$ cat config.mk
export PLATFORM = sky130hd
export DESIGN_NAME = serial_pad_reader
export DESIGN_NICKNAME = d
export VERILOG_FILES = /design/src/rtl/pad_pkg.sv /design/src/rtl/pad_bus_decode.sv /design/src/rtl/pad_strobe_ctrl.sv /design/src/rtl/pad_shift_port.sv /design/src/rtl/serial_pad_reader.sv
export SDC_FILE = /design/constraint.sdc
export NUM_CORES = 1
export LEC_CHECK = 0
export ABC_CLOCK_PERIOD_IN_PS = 4100
export BUFFER_PORTS_ARGS = -buffer_cell sky130_fd_sc_hd__buf_2
export CORE_AREA = 5 5 82 100
export CTS_CLUSTER_SIZE = 25
export DETAILED_ROUTE_END_ITERATION = 8
export DIE_AREA = 0 0 87 105
export GPL_TIMING_DRIVEN = 0
export PLACE_DENSITY = 0.73
export SYNTH_ARGS = -nofsm -noshare
export SYNTH_HDL_FRONTEND = slang
export SYNTH_SLANG_ARGS = --single-unit
$ cat constraint.sdc
create_clock -name clk -period 4.1 [get_ports clk]
set_input_delay 0.615 -clock clk [delete_from_list [all_inputs] [get_ports clk]]
set_output_delay 0.615 -clock clk [all_outputs]
set_load 0.02 [all_outputs]
$ cat src/rtl/pad_pkg.sv
package pad_pkg;

    localparam int PAD_PORTS    = 2;
    localparam int DATA_W       = 8;
    localparam int OPEN_BUS_BIT = 6;

    typedef struct packed {
        logic [PAD_PORTS-1:0] rd_hit;
        logic                 rd_miss;
        logic                 wr_ctrl;
        logic [DATA_W-1:0]    wdata;
    } bus_req_t;

    function automatic logic [DATA_W-1:0] read_byte(input logic serial_bit);
        logic [DATA_W-1:0] r;
        r               = '0;
        r[OPEN_BUS_BIT] = 1'b1;
        r[0]            = serial_bit;
        return r;
    endfunction

endpackage

$ cat src/rtl/pad_bus_decode.sv
module pad_bus_decode
    import pad_pkg::*;
#(
    parameter int          ADDR_W   = 5,
    parameter int unsigned BASE_OFS = 'h16
) (
    input  logic [ADDR_W-1:0] bus_addr,
    input  logic              bus_rd,
    input  logic              bus_wr,
    input  logic [DATA_W-1:0] bus_wdata,
    output bus_req_t          req
);
    logic [PAD_PORTS-1:0] hit;

    for (genvar p = 0; p < PAD_PORTS; p++) begin : g_hit
        assign hit[p] = (bus_addr == ADDR_W'(BASE_OFS + p));
    end

    always_comb begin
        req.rd_hit  = hit & {PAD_PORTS{bus_rd}};
        req.rd_miss = bus_rd && (hit == '0);
        req.wr_ctrl = bus_wr && hit[0];
        req.wdata   = bus_wdata;
    end
endmodule

$ cat src/rtl/pad_strobe_ctrl.sv
module pad_strobe_ctrl
    import pad_pkg::*;
(
    input  logic     clk,
    input  logic     rst,
    input  bus_req_t req,
    output logic     strobe_q,
    output logic     strobe_rise
);
    assign strobe_rise = req.wr_ctrl && req.wdata[0] && !strobe_q;

    always_ff @(posedge clk) begin
        if (rst) begin
            strobe_q <= 1'b0;
        end else if (req.wr_ctrl) begin
            strobe_q <= req.wdata[0];
        end
    end
endmodule

$ cat src/rtl/pad_shift_port.sv
module pad_shift_port #(
    parameter int PAD_BITS = 24,
    parameter int IDX_W    = (PAD_BITS > 1) ? $clog2(PAD_BITS) : 1
) (
    input  logic                clk,
    input  logic                rst,
    input  logic                load,
    input  logic                adv,
    input  logic [PAD_BITS-1:0] state_in,
    output logic                bit_out,
    output logic [IDX_W-1:0]    idx
);
    localparam logic [IDX_W-1:0] LAST = IDX_W'(PAD_BITS - 1);

    logic [PAD_BITS-1:0] snap;

    assign bit_out = snap[idx];

    always_ff @(posedge clk) begin
        if (rst) begin
            snap <= '0;
            idx  <= '0;
        end else if (load) begin
            snap <= state_in;
            idx  <= '0;
        end else if (adv) begin
            idx  <= (idx == LAST) ? '0 : idx + 1'b1;
        end
    end
endmodule

$ cat src/rtl/serial_pad_reader.sv
module serial_pad_reader
    import pad_pkg::*;
#(
    parameter int          ADDR_W   = 5,
    parameter int          PAD_BITS = 24,
    parameter int unsigned BASE_OFS = 'h16
) (
    input  logic                clk,
    input  logic                rst,
    input  logic [ADDR_W-1:0]   bus_addr,
    input  logic                bus_rd,
    input  logic                bus_wr,
    input  logic [7:0]          bus_wdata,
    output logic [7:0]          bus_rdata,
    input  logic [PAD_BITS-1:0] pad0_state,
    input  logic [PAD_BITS-1:0] pad1_state
);
    localparam int IDX_W = (PAD_BITS > 1) ? $clog2(PAD_BITS) : 1;

    bus_req_t            req;
    logic                strobe_q;
    logic                strobe_rise;
    logic [PAD_BITS-1:0] state_arr [PAD_PORTS];
    logic [PAD_PORTS-1:0] port_bit;
    logic [IDX_W-1:0]    port_idx  [PAD_PORTS];
    logic                sel_bit;

    assign state_arr[0] = pad0_state;
    assign state_arr[1] = pad1_state;

    pad_bus_decode #(.ADDR_W(ADDR_W), .BASE_OFS(BASE_OFS)) u_dec (
        .bus_addr (bus_addr),
        .bus_rd   (bus_rd),
        .bus_wr   (bus_wr),
        .bus_wdata(bus_wdata),
        .req      (req)
    );

    pad_strobe_ctrl u_strobe (
        .clk        (clk),
        .rst        (rst),
        .req        (req),
        .strobe_q   (strobe_q),
        .strobe_rise(strobe_rise)
    );

    for (genvar p = 0; p < PAD_PORTS; p++) begin : g_port
        pad_shift_port #(.PAD_BITS(PAD_BITS), .IDX_W(IDX_W)) u_port (
            .clk     (clk),
            .rst     (rst),
            .load    (strobe_rise),
            .adv     (req.rd_hit[p]),
            .state_in(state_arr[p]),
            .bit_out (port_bit[p]),
            .idx     (port_idx[p])
        );
    end

    always_comb begin
        sel_bit = 1'b0;
        for (int p = 0; p < PAD_PORTS; p++) begin
            if (req.rd_hit[p]) sel_bit = port_bit[p];
        end
    end

    always_ff @(posedge clk) begin
        if (rst) begin
            bus_rdata <= '0;
        end else if (bus_rd) begin
            bus_rdata <= req.rd_miss ? '0 : read_byte(sel_bit);
        end
    end
endmodule

==> results of run 1 <==
[per-layer routing]
layer | vias to the layer above | part of all wire, % | GRT usage (%)
li1 | 1241 | - | -
met1 | 1069 | 45 | 17.7
met2 | 57 | 48 | 24.2
met3 | 8 | 5.8 | 4.02
met4 | 0 | 1.1 | 5.35
met5 | - | 0 | 0
[power groups by stage]
stage | clock network [mW] | registers [mW] | logic [mW]
floorplan | 0 | 0.609 | 0.0293
global placement | 0 | 0.609 | 0.0624
detailed placement | 0 | 0.609 | 0.0631
CTS | 0.612 | 0.596 | 0.0634
global route | 0.637 | 0.596 | 0.0706
finish | 0.598 | 0.596 | 0.0630
[registers in the layout, indices dropped and copies added (netlist names)]
| name | flops |
|---|---|
| g_port.u_port.snap | 48 |
| g_port.u_port.idx | 10 |
| bus_rdata | 2 |
| u_strobe.strobe_q | 1 |
[how the worst min path moves through the flow]
stage                                    startpoint                   endpoint
after global routing      g_port[0].u_port.snap[18]  g_port[0].u_port.snap[18]
after floorplan            g_port[1].u_port.snap[9]   g_port[1].u_port.snap[9]
final                     g_port[0].u_port.snap[12]  g_port[0].u_port.snap[12]
after detailed placement   g_port[1].u_port.snap[8]   g_port[1].u_port.snap[8]
after CTS                  g_port[1].u_port.snap[8]   g_port[1].u_port.snap[8]
after global placement    g_port[1].u_port.snap[10]  g_port[1].u_port.snap[10]
[per-stage QoR]
step,hold WS (ns),setup slack [ns],cells
after CTS,0.455,2.13,494
after global placement,0.439,1.81,478
after floorplan,0.432,2.14,330
final,0.454,2.14,494
after detailed placement,0.446,1.80,478
after global routing,0.468,1.99,494
[placed cells by master (no fill, tap or decap), drive strengths merged, types with 2 or more instances in the layout]
cell type / n
dfxtp: 61
buf: 75
xnor2: 2
conb: 6
nand3: 3
clkinv: 2
o21ai: 2
nor4b: 2
a31oi: 3
mux2i: 11
nor2b: 6
clkbuf: 26
bufinv: 2
mux2: 3
nor3: 3
nand2: 101
inv: 3
nand3b: 2
a41oi: 2
nor2: 11
ha: 2
nand2b: 3
a21oi: 51
mux4: 11
[kinds of logic (layout without fill, tap and decap cells)]
| group | Yosys count | in the layout | synth area share (%) |
|---|---|---|---|
| simple gates | 139 | 139 | 21.8 |
| compound gates | 61 | 61 | 12.0 |
| flops | 61 | 61 | 44.2 |
| buf+inv | 34 | 108 | 6.11 |
| mux | 25 | 25 | 14.3 |
| fa+ha+maj | 2 | 2 | 0.905 |
| xor+xnor | 2 | 2 | 0.634 |
| other cells | 1 | 6 | 0.136 |
[critical path, delay by kind of cell, from the launching register on]
kind                   cells  cell delay (ns)
DFF                        1             0.33
muxes                      2             0.87
AOI/OAI and AO/OA          1             0.13
and+or+nand+nor            1             0.09
buffers and inverters      1             0.40
[cell type report]
cell class	instances	area, um2
buffer	31	158
clock buffer	12	155
clock inverter	4	70.1
fill	716	3690
inverter	3	11.3
multi-input combinational	235	1390
sequential	61	1220
tap	90	113
timing repair buffer	58	290
==> summary.txt, run 1 <==
Run status
  • Status: complete, no violations

Setup path
  • Crit-path cells: clkbuf_1 -> mux4_2 -> mux4_2 -> nand3b_1 -> a41oi_1
  • CP arrival: 2.15 ns
  • R2R cell count: 5
  • Worst setup path endpoint: bus_rdata[0]
  • Crit end category: flip-flop
  • Critical Path RT: 4.29 ns
  • Biggest cell delay along the critical path: 0.47 ns
  • R2r setup slk: 2.14 ns
  • Critical path peak fanout: 9
  • Crit path top cell by count: mux4_2
  • R2R Path End: bus_rdata[0]
  • Crit-path slowest cell: mux4_2
  • Worst R2R Start: g_port[1].u_port.idx[1]
  • Crit Path Class: reg -> reg
  • Critical Path Source Type: flip-flop
  • Critical Path Start: g_port[1].u_port.idx[1]

Place
  • Number of port buffers: 58
  • Routability cong.: 0.774
  • Dpl hpwl: 4.71 mm
  • Post-DP Area: 0.00319 mm2

Synthesis
  • Cell taking the most area after synthesis: dfxtp_1
  • Syn_area_per_cell: 8.50 um2
  • Top FF cell, synth: dfxtp_1
  • Seq/Total Area, Yosys: 44.2%
  • Synth top area cells: dfxtp_1 (44%), nand2_1 (14%), a21oi_1 (9.2%), mux4_2 (8.1%), mux2i_1 (4.0%)
  • EDFF count, synth: 0
  • Mapped cell area: 0.00276 mm2
  • Synth warnings: 0
  • Top-count cell post-synth: nand2_1
  • Flops & latches, synth: 61
  • Synth async-reset ratio: 0%
  • Post-synth top cells: nand2_1 (101), dfxtp_1 (61), a21oi_1 (51), clkbuf_1 (14)
  • Synth top area share: 44.2%
  • Post-Syn Instances: 325
  • Post-synth cell types: 37

Die
  • Die footprint: 0.00914 mm2
  • Row cnt: 34
  • Core ar.: 0.00710 mm2
  • Initial Utilization: 38.9%
  • Number of top-level pins: 73
  • Chip width: 87 um
  • Die Ht: 105 um

Pwr
  • Clk network pwr share: 47.6%
  • Tot Pwr: 1.26 mW
  • Comb power frac: 5.0%
  • Worst vdd ir: 0.000170 V
  • Internal power: 0.999 mW
  • Pwr Density: 369 mW/mm2
  • Flop pwr share: 47.4%
  • Leak: 1.25 nW
  • Sw power: 0.258 mW
  • Sw Ratio: 20.5%

Finish
  • Share of layout cells above drive strength 1: 25.7%
  • P&R area growth vs syn: 23.4%
  • Layout Cell Area excl Fill: 0.00341 mm2
  • Antenna Diode Count: 0
  • Final core utilization: 48.0%
  • Post-layout nets: 466

STA
  • Minimum clock period: 1.96 ns
  • Final period util: 47.8%
  • Unrepaired setup endpoints after global routing: no
  • Final hold violations: 0
  • Slew Limit Fails: 0
  • Final setup viols: 0
  • Fmax: 510 MHz
  • Post-route setup TNS: 0 ns
  • Clock skew: 0.00691 ns

Global route
  • Global Route Usage Sum: 14.6%
  • Largest net degree at the start of global routing: 11
  • Vias in the first global route: 2339
  • GR Overflow Total: 0
  • First-pass GRT wire length: 10.5 mm
  • Antenna violations before repair: 0

Drt
  • Initial drt markers: 114
  • Final wirelength: 6.30 mm
  • DR WL/cell: 12.7 um
  • Vias: 2375
  • DRC errors left: 0
  • DR pass1 iterations: 4
  • Antenna Nets Post-Route: 0
  • Vias/cell: 4.81

Clock tree
  • Hold buffer count at CTS: 0
  • CTS tree: yes
  • Clock sinks: 61
  • CTS clk-pin slew, worst paths: 0.07 ns
  • Post-cts sizing count: 0
  • Max Root-Sink Buffers: 2
  • Worst-Skew Late Latency: 0.33 ns
  • Cts bufs inserted: 9
  • Postcts setup bufs: 0
  • H-tree depth reported by CTS: 3
  • Root Driver: clkbuf_8

Worst hold path
  • Worst hold stages: 2
  • HP Class: reg -> reg

Run
  • Max-cap check violation count: 0
Note: power is estimated with default switching activity, not from simulation.
==> inputs of run 2 (changes only) <==
--- a/config.mk
+++ b/config.mk
@@ -5,14 +5,14 @@
 export SDC_FILE = /design/constraint.sdc
 export NUM_CORES = 1
 export LEC_CHECK = 0
-export ABC_CLOCK_PERIOD_IN_PS = 4100
+export ABC_CLOCK_PERIOD_IN_PS = 1800
 export BUFFER_PORTS_ARGS = -buffer_cell sky130_fd_sc_hd__buf_2
 export CORE_AREA = 5 5 82 100
 export CTS_CLUSTER_SIZE = 25
 export DETAILED_ROUTE_END_ITERATION = 8
 export DIE_AREA = 0 0 87 105
 export GPL_TIMING_DRIVEN = 0
-export PLACE_DENSITY = 0.73
+export PLACE_DENSITY = 0.75
 export SYNTH_ARGS = -nofsm -noshare
 export SYNTH_HDL_FRONTEND = slang
 export SYNTH_SLANG_ARGS = --single-unit
==> constraint.sdc (replaced) <==
create_clock -name clk -period 1.8 [get_ports clk]
set_input_delay 0.27 -clock clk [delete_from_list [all_inputs] [get_ports clk]]
set_output_delay 0.27 -clock clk [all_outputs]
set_load 0.02 [all_outputs]
==> summary.txt, run 2 (synthesis results as in run 1) <==
Global route
  • First-pass GRT wire length: 10.5 mm (-0.52%)
  • GR Overflow Total: 0 (unchanged)
  • Largest net degree at the start of global routing: 11 (unchanged)
  • Vias in the first global route: 2320 (-0.81%)
  • Global Route Usage Sum: 14.5% (-0.039 points)
  • Antenna violations before repair: 0 (unchanged)

Die
  • Die Ht: 105 um (unchanged)
  • Core ar.: 0.00710 mm2 (unchanged)
  • Row cnt: 34 (unchanged)
  • Die footprint: 0.00914 mm2 (unchanged)
  • Chip width: 87 um (unchanged)
  • Number of top-level pins: 73 (unchanged)
  • Initial Utilization: 38.9% (unchanged)

Place
  • Post-place setup slack: -0.142 ns (-1.94 ns)
  • Dpl hpwl: 4.58 mm (-2.9%)
  • Number of port buffers: 58 (unchanged)
  • Routability cong.: 0.766 (-0.99%)

STA
  • Unrepaired setup endpoints after global routing: yes
  • Worst Slack Setup Final: 0.0150 ns (-2.13 ns)
  • Final hold violations: 0 (unchanged)
  • Final setup viols: 0 (unchanged)
  • Clock skew: 0.00473 ns (-0.00218 ns)
  • Minimum clock period: 1.79 ns (-0.174 ns)
  • Fmax: 560 MHz (+9.7%)
  • Final period util: 99.2% (+51 points)
  • Slew Limit Fails: 0 (unchanged)

Finish
  • Registers with the most flip-flops: g_port.u_port.snap (48), g_port.u_port.idx (10), bus_rdata (2)
  • P&R area growth vs syn: 25.3%
  • Commonest cells after routing, fill and taps aside: nand2_1 (101), buf_2 (67), dfxtp_1 (60)
  • Antenna Diode Count: 0 (unchanged)
  • Share of layout cells above drive strength 1: 27.5% (+1.8 points)
  • Final core utilization: 48.7% (+0.74 points)
  • Number of fill cells: 687 (-4.1%)
  • Largest Register: g_port.u_port.snap
  • Max FFs per register: 48 (unchanged)
  • Post-layout nets: 469 (+0.64%)
  • Leading cell type in the layout, fill and taps excluded: nand2_1

Worst hold path
  • HP Class: in -> reg
  • Worst hold stages: 3 (+1)

Clock tree
  • Worst-Skew Late Latency: 0.33 ns (about the same)
  • H-tree depth reported by CTS: 3 (unchanged)
  • CTS tree: yes
  • Max Root-Sink Buffers: 2 (unchanged)
  • Cts bufs inserted: 9 (unchanged)
  • Root Driver: clkbuf_8
  • Clock sinks: 61 (unchanged)
  • CTS clk-pin slew, worst paths: 0.07 ns (about the same)

Run status
  • Status: complete, no violations

Pwr
  • Pwr Density: 828 mW/mm2 (+120%)
  • Tot Pwr: 2.87 mW (+130%)
  • Worst vdd ir: 0.000546 V (+220%)
  • Leak: 1.27 nW (+1.5%)

Drt
  • DR WL/cell: 12.5 um (-2.1%)
  • Final wirelength: 6.20 mm (-1.5%)
  • Vias/cell: 4.88 (+1.6%)
  • Vias: 2427 (+2.2%)
  • DR pass1 iterations: 4 (unchanged)
  • Antenna Nets Post-Route: 0 (unchanged)
  • DRC errors left: 0 (unchanged)
  • Initial drt markers: 128 (+12%)

Setup path
  • Critical Path Source Type: flip-flop
  • Critical Path RT: 2.00 ns (-2.29 ns)
  • CP arrival: 1.98 ns (-0.17 ns)
  • Crit Path Class: reg -> reg
  • Crit end category: flip-flop
  • R2R cell count: 5 (unchanged)
  • Critical path peak fanout: 5 (-4)

Run
  • Max-cap check violation count: 0 (unchanged)
run 2: worst max-delay path, stage by stage, from the launching register on:
cell	delay, ns
dfxtp_2	0.34
buf_8	0.13
mux4_2	0.51
mux4_2	0.47
nand3b_1	0.11
a41oi_2	0.09
run 2: what timing repair did:
action | CTS | global route
hold buffers | 0 | 0
resized for setup | 3 | 3
pin swaps | 1 | 1
buffers inserted | 3 | 0
setup endpoints to repair | 1 | 1
run 2: stage by stage:
stage	instances	hold slack, ns	cell area [um2]	setup TNS [ns]
after CTS	497	0.156	3440	0
final	497	0.166	3460	0
after global placement	478	0.438	3190	-3.16
after global routing	497	0.165	3460	-0.0507
after detailed placement	478	0.447	3190	-2.73
after floorplan	330	0.406	2780	0
run 2: per-layer routing:
| metal | up-vias | wire [um] | share of wire (%) | global-route usage, % |
|---|---|---|---|---|
| li1 | 1245 | - | - | - |
| met1 | 1109 | 2720 | 44 | 17.8 |
| met2 | 64 | 2930 | 47 | 23.7 |
| met3 | 9 | 432 | 7.0 | 3.78 |
| met4 | 0 | 115 | 1.9 | 6.35 |
| met5 | - | 0 | 0 | 0 |
run 2: power by group:
part	internal, mW	leakage, nW	switching [mW]
Combinational	0.0714	0.660	0.0739
Sequential	1.36	0.492	0.00276
Clock	0.851	0.116	0.514
run 2: path summary, 6_finish.rpt:
check | from | endpoint | slack (ns)
worst max-delay path | g_port[1].u_port.idx[0] | bus_rdata[0] | 0.01
worst min-delay path | pad0_state[15] | g_port[0].u_port.snap[15] | 0.17
worst max register to register | g_port[1].u_port.idx[0] | bus_rdata[0] | 0.01
worst min register to register | g_port[1].u_port.snap[3] | g_port[1].u_port.snap[3] | 0.45
run 2: area by class of cell:
| class | instances | area (um2) | share of cell area, % |
|---|---|---|---|
| clock inverter | 4 | 70.1 | 2.02 |
| inverter | 3 | 11.3 | 0.325 |
| clock buffer | 12 | 155 | 4.48 |
| multi-input combinational | 235 | 1400 | 40.5 |
| sequential | 61 | 1220 | 35.3 |
| timing repair buffer | 61 | 325 | 9.39 |
| buffer | 31 | 163 | 4.70 |
| tap | 90 | 113 | 3.25 |
